$ cat src/rtl/irq_status_pkg.sv
package irq_status_pkg;
  localparam int ST_W = 8;
  localparam int B_SETUP = 7;
  localparam int B_EP0   = 6;
  localparam int B_FLAGS = 5;
  localparam int B_ENUM  = 2;
  localparam int B_BUS   = 1;
  localparam int B_RDY   = 0;
  localparam logic [ST_W-1:0] VALID_MASK = 8'hE7;

  typedef logic [ST_W-1:0] st_vec_t;
endpackage

$ cat src/rtl/irq_evt_capture.sv
module irq_evt_capture
  import irq_status_pkg::*;
#(
  parameter int NUM_OUT_FIFOS = 2
) (
  input  logic                     clk,
  input  logic                     rst_n,
  input  logic                     evt_setup_i,
  input  logic                     evt_ep0_i,
  input  logic                     evt_enum_i,
  input  logic                     evt_bus_i,
  input  logic                     evt_rdy_i,
  input  logic [NUM_OUT_FIFOS-1:0] fifo_empty_i,
  input  st_vec_t                  en_i,
  output st_vec_t                  set_o
);
  logic [NUM_OUT_FIFOS-1:0] empty_prev_q;
  logic [NUM_OUT_FIFOS-1:0] empty_chg;
  logic                     flags_evt;
  st_vec_t                  raw;

  // One change detector per OUT FIFO
  for (genvar g = 0; g < NUM_OUT_FIFOS; g++) begin : g_edge
    assign empty_chg[g] = fifo_empty_i[g] ^ empty_prev_q[g];
  end

  assign flags_evt = |empty_chg;

  always_comb begin
    raw          = '0;
    raw[B_SETUP] = evt_setup_i;
    raw[B_EP0]   = evt_ep0_i;
    raw[B_FLAGS] = flags_evt;
    raw[B_ENUM]  = evt_enum_i;
    raw[B_BUS]   = evt_bus_i;
    raw[B_RDY]   = evt_rdy_i;
  end

  assign set_o = raw & en_i & VALID_MASK;

  // FIFOs are taken as empty out of reset
  always_ff @(posedge clk or negedge rst_n) begin
    if (!rst_n) empty_prev_q <= '1;
    else        empty_prev_q <= fifo_empty_i;
  end
endmodule

$ cat src/rtl/irq_pend_bank.sv
module irq_pend_bank
  import irq_status_pkg::*;
(
  input  logic    clk,
  input  logic    rst_n,
  input  st_vec_t set_i,
  input  st_vec_t clr_i,
  output st_vec_t pend_o
);
  st_vec_t pend_q;
  st_vec_t pend_d;

  // A set in the same cycle as a clear wins
  for (genvar b = 0; b < ST_W; b++) begin : g_bit
    if (VALID_MASK[b]) begin : g_live
      assign pend_d[b] = set_i[b] | (pend_q[b] & ~clr_i[b]);
    end else begin : g_tied
      assign pend_d[b] = 1'b0;
    end
  end

  always_ff @(posedge clk or negedge rst_n) begin
    if (!rst_n) pend_q <= '0;
    else        pend_q <= pend_d;
  end

  assign pend_o = pend_q;
endmodule

$ cat src/rtl/irq_prio_pick.sv
module irq_prio_pick
  import irq_status_pkg::*;
(
  input  st_vec_t req_i,
  output st_vec_t grant_o,
  output logic    any_o
);
  always_comb begin
    logic found;
    found   = 1'b0;
    grant_o = '0;
    for (int i = ST_W - 1; i >= 0; i--) begin
      grant_o[i] = req_i[i] & ~found;
      found      = found | req_i[i];
    end
    any_o = found;
  end
endmodule

$ cat src/rtl/irq_status_ctrl.sv
module irq_status_ctrl
  import irq_status_pkg::*;
#(
  parameter int            NUM_OUT_FIFOS = 2,
  parameter logic [7:0]    EN_RESET      = 8'h00
) (
  input  logic                     clk,
  input  logic                     rst_n,
  input  logic                     evt_setup_i,
  input  logic                     evt_ep0_i,
  input  logic                     evt_enum_i,
  input  logic                     evt_bus_i,
  input  logic                     evt_rdy_i,
  input  logic [NUM_OUT_FIFOS-1:0] fifo_empty_i,
  input  logic                     en_we_i,
  input  logic [7:0]               en_wdata_i,
  input  logic                     rd_req_i,
  input  logic                     rd_vld_i,
  input  logic [7:0]               rd_data_i,
  input  logic                     strobe_i,
  output logic [7:0]               data_o,
  output logic                     irq_n_o,
  output logic                     ready_o
);
  // Reset synchronizer: asserts at once, releases on the clock
  logic [1:0] rst_sync_q;
  logic       rst_i_n;

  always_ff @(posedge clk or negedge rst_n) begin
    if (!rst_n) rst_sync_q <= '0;
    else        rst_sync_q <= {rst_sync_q[0], 1'b1};
  end
  assign rst_i_n = rst_sync_q[1];

  // State
  st_vec_t en_q, en_d;
  st_vec_t sel_q, sel_d;
  logic    show_stat_q, show_stat_d;
  logic    show_data_q, show_data_d;
  logic    rd_busy_q, rd_busy_d;
  logic    data_ok_q, data_ok_d;
  logic [7:0] data_q, data_d;

  st_vec_t set_vec, clr_vec, pend, grant;
  logic    pend_any, busy_now, idle, cap_data;

  irq_evt_capture #(.NUM_OUT_FIFOS(NUM_OUT_FIFOS)) u_cap (
    .clk          (clk),
    .rst_n        (rst_i_n),
    .evt_setup_i  (evt_setup_i),
    .evt_ep0_i    (evt_ep0_i),
    .evt_enum_i   (evt_enum_i),
    .evt_bus_i    (evt_bus_i),
    .evt_rdy_i    (evt_rdy_i),
    .fifo_empty_i (fifo_empty_i),
    .en_i         (en_q),
    .set_o        (set_vec)
  );

  irq_pend_bank u_pend (
    .clk    (clk),
    .rst_n  (rst_i_n),
    .set_i  (set_vec),
    .clr_i  (clr_vec),
    .pend_o (pend)
  );

  irq_prio_pick u_pick (
    .req_i   (pend),
    .grant_o (grant),
    .any_o   (pend_any)
  );

  assign clr_vec  = (show_stat_q && strobe_i) ? sel_q : '0;
  assign busy_now = rd_busy_q | rd_req_i;
  assign idle     = ~show_stat_q & ~show_data_q;
  assign cap_data = busy_now & rd_vld_i & ~data_ok_q;

  // Next-state logic
  always_comb begin
    en_d        = en_we_i ? (en_wdata_i & VALID_MASK) : en_q;
    sel_d       = sel_q;
    show_stat_d = show_stat_q;
    show_data_d = show_data_q;
    rd_busy_d   = rd_busy_q | rd_req_i;
    data_ok_d   = data_ok_q | cap_data;
    data_d      = cap_data ? rd_data_i : data_q;

    if (show_stat_q && strobe_i) begin
      show_stat_d = 1'b0;
    end else if (show_data_q && strobe_i) begin
      show_data_d = 1'b0;
      rd_busy_d   = 1'b0;
      data_ok_d   = 1'b0;
    end else if (idle) begin
      if (busy_now) begin
        if (data_ok_q) show_data_d = 1'b1;
      end else if (pend_any) begin
        show_stat_d = 1'b1;
        sel_d       = grant;
      end
    end
  end

  // Register process
  always_ff @(posedge clk or negedge rst_i_n) begin
    if (!rst_i_n) begin
      en_q        <= EN_RESET & VALID_MASK;
      sel_q       <= '0;
      show_stat_q <= 1'b0;
      show_data_q <= 1'b0;
      rd_busy_q   <= 1'b0;
      data_ok_q   <= 1'b0;
      data_q      <= '0;
    end else begin
      en_q        <= en_d;
      sel_q       <= sel_d;
      show_stat_q <= show_stat_d;
      show_data_q <= show_data_d;
      rd_busy_q   <= rd_busy_d;
      data_ok_q   <= data_ok_d;
      data_q      <= data_d;
    end
  end

  assign data_o  = show_stat_q ? sel_q : (show_data_q ? data_q : 8'h00);
  assign irq_n_o = ~(show_stat_q | show_data_q);
  assign ready_o = show_data_q;
endmodule

$ cat config.mk
export PLATFORM = sky130hd
export DESIGN_NAME = irq_status_ctrl
export DESIGN_NICKNAME = d
export VERILOG_FILES = /design/src/rtl/irq_status_pkg.sv /design/src/rtl/irq_evt_capture.sv /design/src/rtl/irq_pend_bank.sv /design/src/rtl/irq_prio_pick.sv /design/src/rtl/irq_status_ctrl.sv
export SDC_FILE = /design/constraint.sdc
export NUM_CORES = 1
export LEC_CHECK = 0
export CAP_MARGIN = 40
export CORE_ASPECT_RATIO = 1.2
export CORE_UTILIZATION = 47
export DETAILED_ROUTE_END_ITERATION = 6
export GPL_ROUTABILITY_DRIVEN = 0
export PLACE_DENSITY = 0.86
export SLEW_MARGIN = 10
export SYNTH_ARGS = -nofsm -noshare
export SYNTH_HDL_FRONTEND = slang
export SYNTH_SLANG_ARGS = --single-unit
$ cat constraint.sdc
create_clock -name clk -period 1.6 [get_ports clk]
set_input_delay 0.32 -clock clk [delete_from_list [all_inputs] [get_ports clk]]
set_output_delay 0.32 -clock clk [all_outputs]
set_load 0.1 [all_outputs]
==> results.ini, run 1 <==
[logic_synthesis]
synth-seq-cells = 34
ys_types = 26
syn_area_mm2 = 0.00142
synth_cells = 105
synthesis.nets = 134
yosysSeqAreaShare = 0.599
syn_area_per_cell_um2 = 13.6
yosys_warnings = 0

[route]
dr.pass1.iters = 4
drt_first_iter_violations = 28
drc = 0
wirelength_mm = 3.37
via_count = 1083
antenna_left = 0
wire_per_inst_um = 17.2
viasPerCell = 5.53

[global_routing]
first_global_vias = 1149
grtUsageTotal = 0.241
antenna_found_initial = 0
grt_pass1_wl_mm = 5.43
grt_max_degree = 33
overflow = 0

[die]
dieWidth_um = 52.2
die_y_um = 62.3
coreArea_mm2 = 0.00284
io_pins = 39
start_util = 0.502
fp-row-count = 21
die-area_mm2 = 0.00325

[critical_path]
crit_chain = nor2b_4 > buf_12 > a22o_4 > buf_12
cp.required_ns = 1.28
critPathMaxStageDelay_ns = 0.49
crit_arrival_ns = 1.49
critical_path_class = register to output port
startpoint_type = register
critical_path.most_common_cell = buf_12
cp_slowest_cell = dfrtp_4
cp_max_fo = 6
critPathCaptureType = output port

[final_layout]
mostFrequentLayoutCell = dfrtp_1
fin_util = 0.789
area_growth_pct = 57.2
drive_above_1_share = 0.426
stdcell_area_mm2 = 0.00224
insertedDiodeCount = 0
layout_common_cells = 30 x dfrtp_1, 26 x clkdlybuf4s50_1, 14 x mux2_2, 12 x buf_12, 12 x buf_4
final_nets = 190
final_cell_count_no_fill = 196

[sta]
max_freq_mhz = 552
final-setup-viol-count = 14
post-route-period-util = 1.13
period_minus_slack_ns = 1.81
clock_skew_ns = 0.0110
slew_viol_final = 0
hold_viol_final = 0
rsz0062_at_grt = yes
final.setup.worst_slack_ns = -0.211

[clock_network]
clock-sinks = 34
cts_hold_buf = 0
cts_tree = built
cts-buffers-inserted = 5
clkTransAtPathRegs_ns = 0.09
clk_path_buf_depth = 2
htree_levels = 2
insertion_delay_ns = 0.34
cts_root_buf = clkbuf_4

[power]
p_leak_nw = 0.957
p_per_area_mw_per_mm2 = 2200
p_total_w = 0.00493
clock_power_share = 0.117
intPower_w = 0.00274
p_switching_w = 0.00219
p_comb_frac = 0.616
netSwitchingFraction = 0.445
p_seq_frac = 0.266
irDropWorstVdd_mv = 2.31

[placement]
dp_cells = 179
port_buffers = 36
postPlaceCellArea_mm2 = 0.00205
detailedPlacementHpwl_mm = 2.41

[status]
status = finished with violations
violations = negative setup slack

[worst_hold_path]
hold_class = input pin to async pin

[run]
drv_cap = 0

==> area by class of cell <==
type                    count  area, um^2
flip-flops and latches     34         858
repair buffers             53         628
multi-input cells          65         623
fillers                   165         599
clock buffers               8        78.8
well taps                  34        42.5
inverters                   2        7.51
==> critical path: cells and delay by family, from the launching register on <==
kind,cells,cell delay (ns)
buf+inv,2,0.29
compound gates,1,0.22
flops,1,0.49
simple gates,1,0.15
==> state kept, by name, summed over array words and instances, names as in the netlist, 2 cells and up <==
register            flops
en_q                    6
data_q                  8
sel_q                   6
u_pend.pend_o           6
rst_sync_q              2
u_cap.empty_prev_q      2
==> cell usage after synthesis <==
cell type / n / area share
nor3b_4: 1 / 0.013
clkbuf_1: 3 / 0.0079
nor3_1: 1 / 0.0035
nor4_4: 1 / 0.015
o21ai_0: 1 / 0.0035
or2_2: 1 / 0.0044
o41ai_4: 1 / 0.019
nor2b_1: 1 / 0.0044
o31ai_1: 1 / 0.0053
xnor2_1: 2 / 0.012
nor2_1: 3 / 0.0079
and2_1: 3 / 0.013
nand2_1: 7 / 0.018
buf_2: 1 / 0.0035
dfrtp_1: 32 / 0.56
mux2_2: 14 / 0.11
conb_1: 1 / 0.0026
inv_1: 2 / 0.0053
or3_4: 1 / 0.0079
a22o_1: 13 / 0.080
nor4_1: 1 / 0.0044
nand2b_1: 1 / 0.0044
dfstp_2: 2 / 0.037
a31oi_1: 1 / 0.0044
a32o_1: 4 / 0.028
a21oi_1: 6 / 0.021
==> final timing paths <==
check                              startpoint       endpoint  slack (ns)  cells past startpoint
worst max-delay path                  ready_o      data_o[7]       -0.21                      4
min in group clk                rst_sync_q[0]  rst_sync_q[1]        0.36                      0
worst max register to register    show_stat_q       sel_q[5]       -0.08                      5
worst min-delay path                    rst_n  rst_sync_q[0]        0.13                      1
worst min register to register  rst_sync_q[1]       sel_q[2]        0.26                      1
max in group asynchronous       rst_sync_q[1]        ready_o        1.03                      1
==> per-stage QoR <==
stage / hold WS (ns) / TNS (ns) / setup slack, ns
2_1_floorplan: 0.0244 / -0.382 / -0.0643
3_3_place_gp: 0.263 / -2.02 / -0.171
3_5_place_dp: 0.277 / -2.62 / -0.220
4_1_cts: 0.122 / -1.56 / -0.218
5_1_grt: 0.115 / -2.69 / -0.256
6_report: 0.134 / -1.86 / -0.211
==> kinds of logic after synthesis <==
kind of cell,Yosys count,synth area share
buffers and inverters,6,0.0167
and+or+nand+nor,21,0.0967
other,1,0.00263
DFF,34,0.599
AOI/OAI and AO/OA,27,0.162
muxes,14,0.111
xor gates and xnor gates,2,0.0123
==> per-layer routing <==
layer / part of all wire / up-vias / GRT usage
li1: - / 501 / -
met1: 0.38 / 543 / 0.260
met2: 0.55 / 29 / 0.407
met3: 0.035 / 10 / 0.0809
met4: 0.031 / 0 / 0.122
met5: 0 / - / 0
==> power groups by stage <==
stage                     clock, W  sequential, W  combinational [W]
after floorplan                  0        0.00140            0.00174
after global placement           0        0.00133            0.00268
after detailed placement         0        0.00135            0.00274
after CTS                 0.000588        0.00130            0.00294
after global routing      0.000635        0.00134            0.00315
final                     0.000578        0.00131            0.00304
==> repair_timing <==
action,in CTS,in global routing
buffers inserted,4,5
setup endpoints to repair,9,14
gates resized for setup,3,5
pin swaps,2,0
endpoints found under the hold margin,0,0
Note: power is estimated with default switching activity, not from simulation.
==> run 2, diff against run 1 <==
PLACE_DENSITY = 0.78   (was 0.86)
==> run 2 against run 1 <==
Sequential cell count is the same. Critical endpoint is now data_o[2]. The flow still finishes with violations (negative setup slack). Clock-buffer cell count shrank 1. Via count grew 2.3%. Clock power shrank 13%. Total power shrank 1.4%. Sequential power is essentially flat.
==> results.ini, run 2 (same netlist as run 1, synthesis figures left out) <==
[final_layout]
insertedDiodeCount = 0  ; unchanged
mostFrequentLayoutCell = dfrtp_1  ; unchanged
fin_util = 0.787  ; was 0.789
stdcell_area_mm2 = 0.00223  ; was 0.00224 mm^2
final_cell_count_no_fill = 198  ; was 196
largest_register_ffs = 8  ; unchanged
layout_common_cells = 30 x dfrtp_1, 26 x clkdlybuf4s50_1, 14 x mux2_2, 13 x buf_4, 12 x buf_12  ; was 30 x dfrtp_1, 26 x clkdlybuf4s50_1, 14 x mux2_2, 12 x buf_12, 12 x buf_4
top_register = data_q  ; unchanged
area_growth_pct = 56.9  ; was 57.2%
final_nets = 192  ; was 190
drive_above_1_share = 0.427  ; was 0.426
fill_cells = 173  ; was 165

[die]
coreArea_mm2 = 0.00284  ; unchanged
die-area_mm2 = 0.00325  ; unchanged
die_y_um = 62.3  ; unchanged
dieWidth_um = 52.2  ; unchanged
fp-row-count = 21  ; unchanged
io_pins = 39  ; unchanged
start_util = 0.502  ; unchanged

[critical_path]
cp_max_fo = 4  ; was 6
critPathCaptureType = output port  ; unchanged
cp.required_ns = 1.28  ; about the same
cp_top_family = flip-flops  ; unchanged
critical_path_class = register to output port  ; unchanged
crit_arrival_ns = 1.50  ; was 1.49 ns
worst-path-buf-inv = 2  ; unchanged
startpoint_type = register  ; unchanged
cp_slowest_cell = dfrtp_4  ; unchanged
r2r_setup_slack_ns = -0.05  ; was -0.08 ns
crit_chain = nor2b_4 > buf_6 > a22o_4 > buf_12  ; was nor2b_4 > buf_12 > a22o_4 > buf_12
critPathMaxStageDelay_ns = 0.49  ; about the same

[clock_network]
cts-buffers-inserted = 5  ; unchanged
clkTransAtPathRegs_ns = 0.10  ; was 0.09 ns
clk_path_buf_depth = 2  ; unchanged
cts_root_buf = clkbuf_4  ; unchanged
cts_hold_buf = 0  ; unchanged
insertion_delay_ns = 0.35  ; was 0.34 ns
cts_tree = built  ; unchanged
clock-sinks = 34  ; unchanged
htree_levels = 2  ; unchanged

[power]
irDropWorstVdd_mv = 2.18  ; was 2.31 mV
netSwitchingFraction = 0.452  ; was 0.445
intPower_w = 0.00266  ; was 0.00274 W
p_comb_frac = 0.628  ; was 0.616
p_per_area_mw_per_mm2 = 2180  ; was 2200 mW/mm^2
clock_power_share = 0.103  ; was 0.117
p_leak_nw = 0.958  ; was 0.957 nW
p_switching_w = 0.00220  ; was 0.00219 W
p_seq_frac = 0.269  ; was 0.266
p_total_w = 0.00486  ; was 0.00493 W

[sta]
finalSetupTns_ns = -1.88  ; was -1.86 ns
final.setup.worst_slack_ns = -0.221  ; was -0.211 ns
slew_viol_final = 0  ; unchanged
clock_skew_ns = 0.0109  ; was 0.0110 ns
post-route-period-util = 1.14  ; was 1.13
final-setup-viol-count = 15  ; was 14
max_freq_mhz = 549  ; was 552 MHz
hold_viol_final = 0  ; unchanged
rsz0062_at_grt = yes  ; unchanged
period_minus_slack_ns = 1.82  ; was 1.81 ns

[route]
antenna_left = 0  ; unchanged
via_count = 1108  ; was 1083
viasPerCell = 5.60  ; was 5.53
drc = 0  ; unchanged
wirelength_mm = 3.40  ; was 3.37 mm
wire_per_inst_um = 17.2  ; about the same
dr.pass1.iters = 5  ; was 4
drt_first_iter_violations = 24  ; was 28

[run]
drv_cap = 0  ; unchanged

[global_routing]
grt_pass1_wl_mm = 5.55  ; was 5.43 mm
antenna_found_initial = 0  ; unchanged
first_global_vias = 1187  ; was 1149
grtUsageTotal = 0.244  ; was 0.241
grt_max_degree = 20  ; was 33
overflow = 0  ; unchanged

[placement]
postPlaceCellArea_mm2 = 0.00208  ; was 0.00205 mm^2
dp_cells = 183  ; was 179
port_buffers = 36  ; unchanged
detailedPlacementHpwl_mm = 2.40  ; was 2.41 mm

[status]
violations = negative setup slack  ; unchanged
status = finished with violations  ; unchanged

[worst_hold_path]
hold_class = input pin to async pin  ; unchanged

[run 2: final timing paths]
kind | startpoint | to | cells past startpoint
max in group asynchronous | rst_sync_q[1] | sel_q[6] | 1
hold / removal | rst_n | rst_sync_q[0] | 1
min in group clk | rst_sync_q[0] | rst_sync_q[1] | 0
setup / recovery | ready_o | data_o[2] | 4
setup reg to reg | ready_o | sel_q[5] | 6
hold reg to reg | rst_sync_q[1] | data_ok_q | 1
[run 2: per-stage QoR]
| step | worst slack [ns] | hold WS [ns] |
|---|---|---|
| 2_1_floorplan | -0.0643 | 0.0244 |
| 3_3_place_gp | -0.161 | 0.188 |
| 3_5_place_dp | -0.221 | 0.216 |
| 4_1_cts | -0.217 | 0.125 |
| 5_1_grt | -0.254 | 0.132 |
| 6_report | -0.221 | 0.128 |
[run 2: power by group through the flow]
| stage | sequential (W) | combinational, W | clock [W] |
|---|---|---|---|
| finish | 0.00131 | 0.00305 | 0.000501 |
| global route | 0.00134 | 0.00316 | 0.000550 |
| global placement | 0.00132 | 0.00271 | 0 |
| floorplan | 0.00140 | 0.00174 | 0 |
| detailed placement | 0.00134 | 0.00275 | 0 |
| CTS | 0.00131 | 0.00301 | 0.000508 |
[run 2: final cells by class]
type | count | area [um^2] | area share
Inverter | 2 | 7.51 | 0.00336
Sequential cell | 34 | 858 | 0.384
Timing Repair Buffer | 55 | 643 | 0.288
Multi-Input combinational cell | 65 | 623 | 0.279
Clock inverter | 1 | 5.00 | 0.00224
Clock buffer | 7 | 55.1 | 0.0246
Tap cell | 34 | 42.5 | 0.0190
[run 2: worst register-to-register path, stage by stage (launching register included)]
cell	delay [ns]
dfrtp_4	0.49
buf_4	0.14
buf_6	0.12
nor4_4	0.25
buf_4	0.20
o41ai_4	0.11
a32o_1	0.23
[run 2: what timing repair did]
| item | 4_1_cts | 5_1_grt |
|---|---|---|
| resized for setup | 4 | 4 |
| pin swaps | 2 | 0 |
| endpoints found under the hold margin | 0 | 0 |
| setup buffers | 6 | 1 |
| setup endpoints to repair | 9 | 10 |
[run 2: layer usage]
metal | vias to the layer above | track usage | part of all wire
met5 | - | 0 | 0
met4 | 0 | 0.118 | 0.023
met3 | 9 | 0.0515 | 0.045
met2 | 36 | 0.426 | 0.56
met1 | 557 | 0.269 | 0.37
li1 | 506 | - | -
==> run 3, diff against run 2 <==
ABC_AREA = 1   (was not set)
HOLD_SLACK_MARGIN = 0.05   (was not set)
==> run 3 against run 2 <==
The flow still finishes with violations (negative setup slack). Sequential share of layout area increased by 0.41 points. Sequential power is 4% lower. Combinational power is 6% lower. Register-to-register slack improved by 0.18 ns. Clock power is 3% lower. Utilization fell by 2.3 points. Sequential cell count is the same. Total power down 4.9%. Clock skew up 0.00085 ns. Design area down 1.1%. First-iteration DRC count is 4.2% lower. Largest power group unchanged.
==> results.ini, run 3 <==
[status]
status = finished with violations  ; unchanged
violations = negative setup slack  ; unchanged

[logic_synthesis]
ys.flop_type = dfrtp_1  ; unchanged
yosys_warnings = 0  ; unchanged
ys_types = 23  ; was 26
netlist.area_leader.share = 0.545  ; was 0.562
synth_edf_count = 0  ; unchanged
synthesis.nets = 188  ; was 134
syn_area_mm2 = 0.00147  ; was 0.00142 mm^2
yosysSeqAreaShare = 0.581  ; was 0.599
synth.most_common_cell = nand2_1  ; was dfrtp_1
synth_cells = 159  ; was 105
synth-seq-cells = 34  ; unchanged
ys_top_cells_by_area = dfrtp_1 55%, nand2_1 10%, o21ai_0 6.5%  ; was dfrtp_1 56%, mux2_2 11%, a22o_1 8.0%
synth_common_cells = 41 x nand2_1, 32 x dfrtp_1, 24 x inv_1  ; was 32 x dfrtp_1, 14 x mux2_2, 13 x a22o_1
syn_area_per_cell_um2 = 9.24  ; was 13.6 um^2
synthArstFlopShare = 1.00  ; unchanged
synth_top_area_cell = dfrtp_1  ; unchanged

[global_routing]
grt_pass1_wl_mm = 4.99  ; was 5.55 mm
grtUsageTotal = 0.208  ; was 0.244
overflow = 0  ; unchanged
antenna_found_initial = 0  ; unchanged
first_global_vias = 1223  ; was 1187
grt_max_degree = 33  ; was 20

[critical_path]
r2r_cells = 9  ; was 6
r2r_start = show_stat_q  ; was ready_o
critical_path.most_common_cell = buf_12
cp.depth = 4  ; unchanged
cp_slowest_cell = dfrtp_2  ; was dfrtp_4
cp-startpoint = show_stat_q  ; was ready_o
r2r_setup_slack_ns = 0.13  ; was -0.05 ns
critPathMaxStageDelay_ns = 0.45  ; was 0.49 ns
worst-path-buf-inv = 3  ; was 2
cp_top_family = buffers and inverters  ; was flip-flops
endpoint = data_o[0]  ; was data_o[2]
cp_max_fo = 6  ; was 4
critical_path_class = register to output port  ; unchanged
crit_arrival_ns = 1.41  ; was 1.50 ns
crit_chain = clkinvlp_4 > buf_12 > o21ai_4 > buf_12  ; was nor2b_4 > buf_6 > a22o_4 > buf_12
cp.required_ns = 1.28  ; about the same
r2r_end = sel_q[6]  ; was sel_q[5]
startpoint_type = register  ; unchanged
critPathCaptureType = output port  ; unchanged

[route]
via_count = 1202  ; was 1108
antenna_left = 0  ; unchanged
viasPerCell = 4.95  ; was 5.60
drc = 0  ; unchanged
wire_per_inst_um = 12.0  ; was 17.2 um
drt_first_iter_violations = 23  ; was 24
wirelength_mm = 2.92  ; was 3.40 mm
dr.pass1.iters = 4  ; was 5

[final_layout]
largest_register_ffs = 8  ; unchanged
mostFrequentLayoutCell = nand2_1  ; was dfrtp_1
area_growth_pct = 50.5  ; was 56.9%
insertedDiodeCount = 0  ; unchanged
top_register = data_q  ; unchanged
fill_cells = 217  ; was 173
final_cell_count_no_fill = 243  ; was 198
final_nets = 237  ; was 192
layout_common_cells = 40 x nand2_1, 30 x dfrtp_1, 26 x clkdlybuf4s50_1, 22 x inv_1, 13 x o21ai_0  ; was 30 x dfrtp_1, 26 x clkdlybuf4s50_1, 14 x mux2_2, 13 x buf_4, 12 x buf_12
fin_util = 0.765  ; was 0.787
drive_above_1_share = 0.268  ; was 0.427

[sta]
final.setup.worst_slack_ns = -0.128  ; was -0.221 ns
max_freq_mhz = 579  ; was 549 MHz
slew_viol_final = 0  ; unchanged
period_minus_slack_ns = 1.73  ; was 1.82 ns
clock_skew_ns = 0.0118  ; was 0.0109 ns
final-setup-viol-count = 9  ; was 15
post-route-period-util = 1.08  ; was 1.14
rsz0062_at_grt = yes  ; unchanged
hold_viol_final = 0  ; unchanged

[die]
fp-row-count = 21  ; unchanged
coreArea_mm2 = 0.00289  ; was 0.00284 mm^2
start_util = 0.508  ; was 0.502
io_pins = 39  ; unchanged
die-area_mm2 = 0.00335  ; was 0.00325 mm^2
die_y_um = 63.2  ; was 62.3 um
dieWidth_um = 53.0  ; was 52.2 um

[clock_network]
clk_path_buf_depth = 2  ; unchanged
cts_hold_buf = 0  ; unchanged
cts_tree = built  ; unchanged
htree_levels = 2  ; unchanged
clkTransAtPathRegs_ns = 0.10  ; about the same
cts-buffers-inserted = 5  ; unchanged
insertion_delay_ns = 0.34  ; was 0.35 ns
cts_root_buf = clkbuf_4  ; unchanged
clock-sinks = 34  ; unchanged

[power]
p_per_area_mw_per_mm2 = 2090  ; was 2180 mW/mm^2
p_total_w = 0.00463  ; was 0.00486 W
irDropWorstVdd_mv = 2.07  ; was 2.18 mV
p_leak_nw = 1.03  ; was 0.958 nW

[placement]
preCtsSetupSlack_ns = 0.00207  ; was -0.221 ns
detailedPlacementHpwl_mm = 2.20  ; was 2.40 mm
dp_cells = 230  ; was 183
port_buffers = 36  ; unchanged

[worst_hold_path]
hold_class = input pin to async pin  ; unchanged

[run]
drv_cap = 0  ; unchanged

==> run 3: final cells by class <==
class | instances | area (um^2) | share of cell area
clock buffer | 7 | 55.1 | 0.0249
tap | 34 | 42.5 | 0.0192
multi-input combinational | 98 | 619 | 0.280
inverter | 25 | 97.6 | 0.0441
sequential | 34 | 858 | 0.388
clock inverter | 1 | 5.00 | 0.00226
timing repair buffer | 44 | 533 | 0.241
==> run 3: power by group <==
part | internal, W | switching (W) | leakage (nW) | total [W]
registers | 0.00111 | 0.000152 | 0.390 | 0.00126
logic | 0.00106 | 0.00182 | 0.604 | 0.00288
clock network | 0.000213 | 0.000272 | 0.0353 | 0.000485
total | 0.00238 | 0.00224 | 1.03 | 0.00463
==> run 3: worst min path at each step <==
stage	from	end	slack (ns)	cells past startpoint
detailed placement	rst_sync_q[1]	en_q[5]	0.27	1
CTS	rst_n	rst_sync_q[1]	0.13	1
finish	rst_n	rst_sync_q[0]	0.14	1
global placement	rst_sync_q[1]	data_q[2]	0.26	1
floorplan	rst_n	rst_sync_q[0]	0.02	0
global route	rst_n	rst_sync_q[1]	0.13	1
==> run 3: repair_timing <==
action	in CTS	in global routing
pin swaps	3	1
gates resized for setup	3	0
gates cloned	0	0
setup endpoints to repair	9	9
buffers inserted	4	1
==> run 3: per-layer routing <==
metal	track usage	wire length, um
met2	0.366	1560
met3	0.0700	158
met1	0.220	1140
met5	0	0
met4	0.0822	61
==> run 3: cell families after synthesis <==
family,after synthesis,share of synthesized area
buf+inv,27,0.0698
other cells,1,0.00255
compound gates,24,0.0835
xor+xnor,2,0.0119
flops,34,0.581
mux,6,0.0460
simple gates,65,0.205
==> run 3: worst register-to-register path, cell delays in order, from the launching register on <==
cell,delay (ns)
dfrtp_2,0.47
buf_4,0.18
nor2_4,0.14
buf_4,0.13
inv_2,0.03
nor2_4,0.15
nand2_4,0.12
nand2_4,0.10
nand2_1,0.06
nand2_1,0.05
==> run 3: stage by stage <==
stage,instance area [um^2],TNS (ns),hold slack (ns)
floorplan,1570,-2.13,0.0244
global placement,2090,0,0.261
detailed placement,2090,0,0.270
CTS,2200,-0.815,0.134
global route,2210,-1.36,0.125
finish,2210,-0.919,0.138
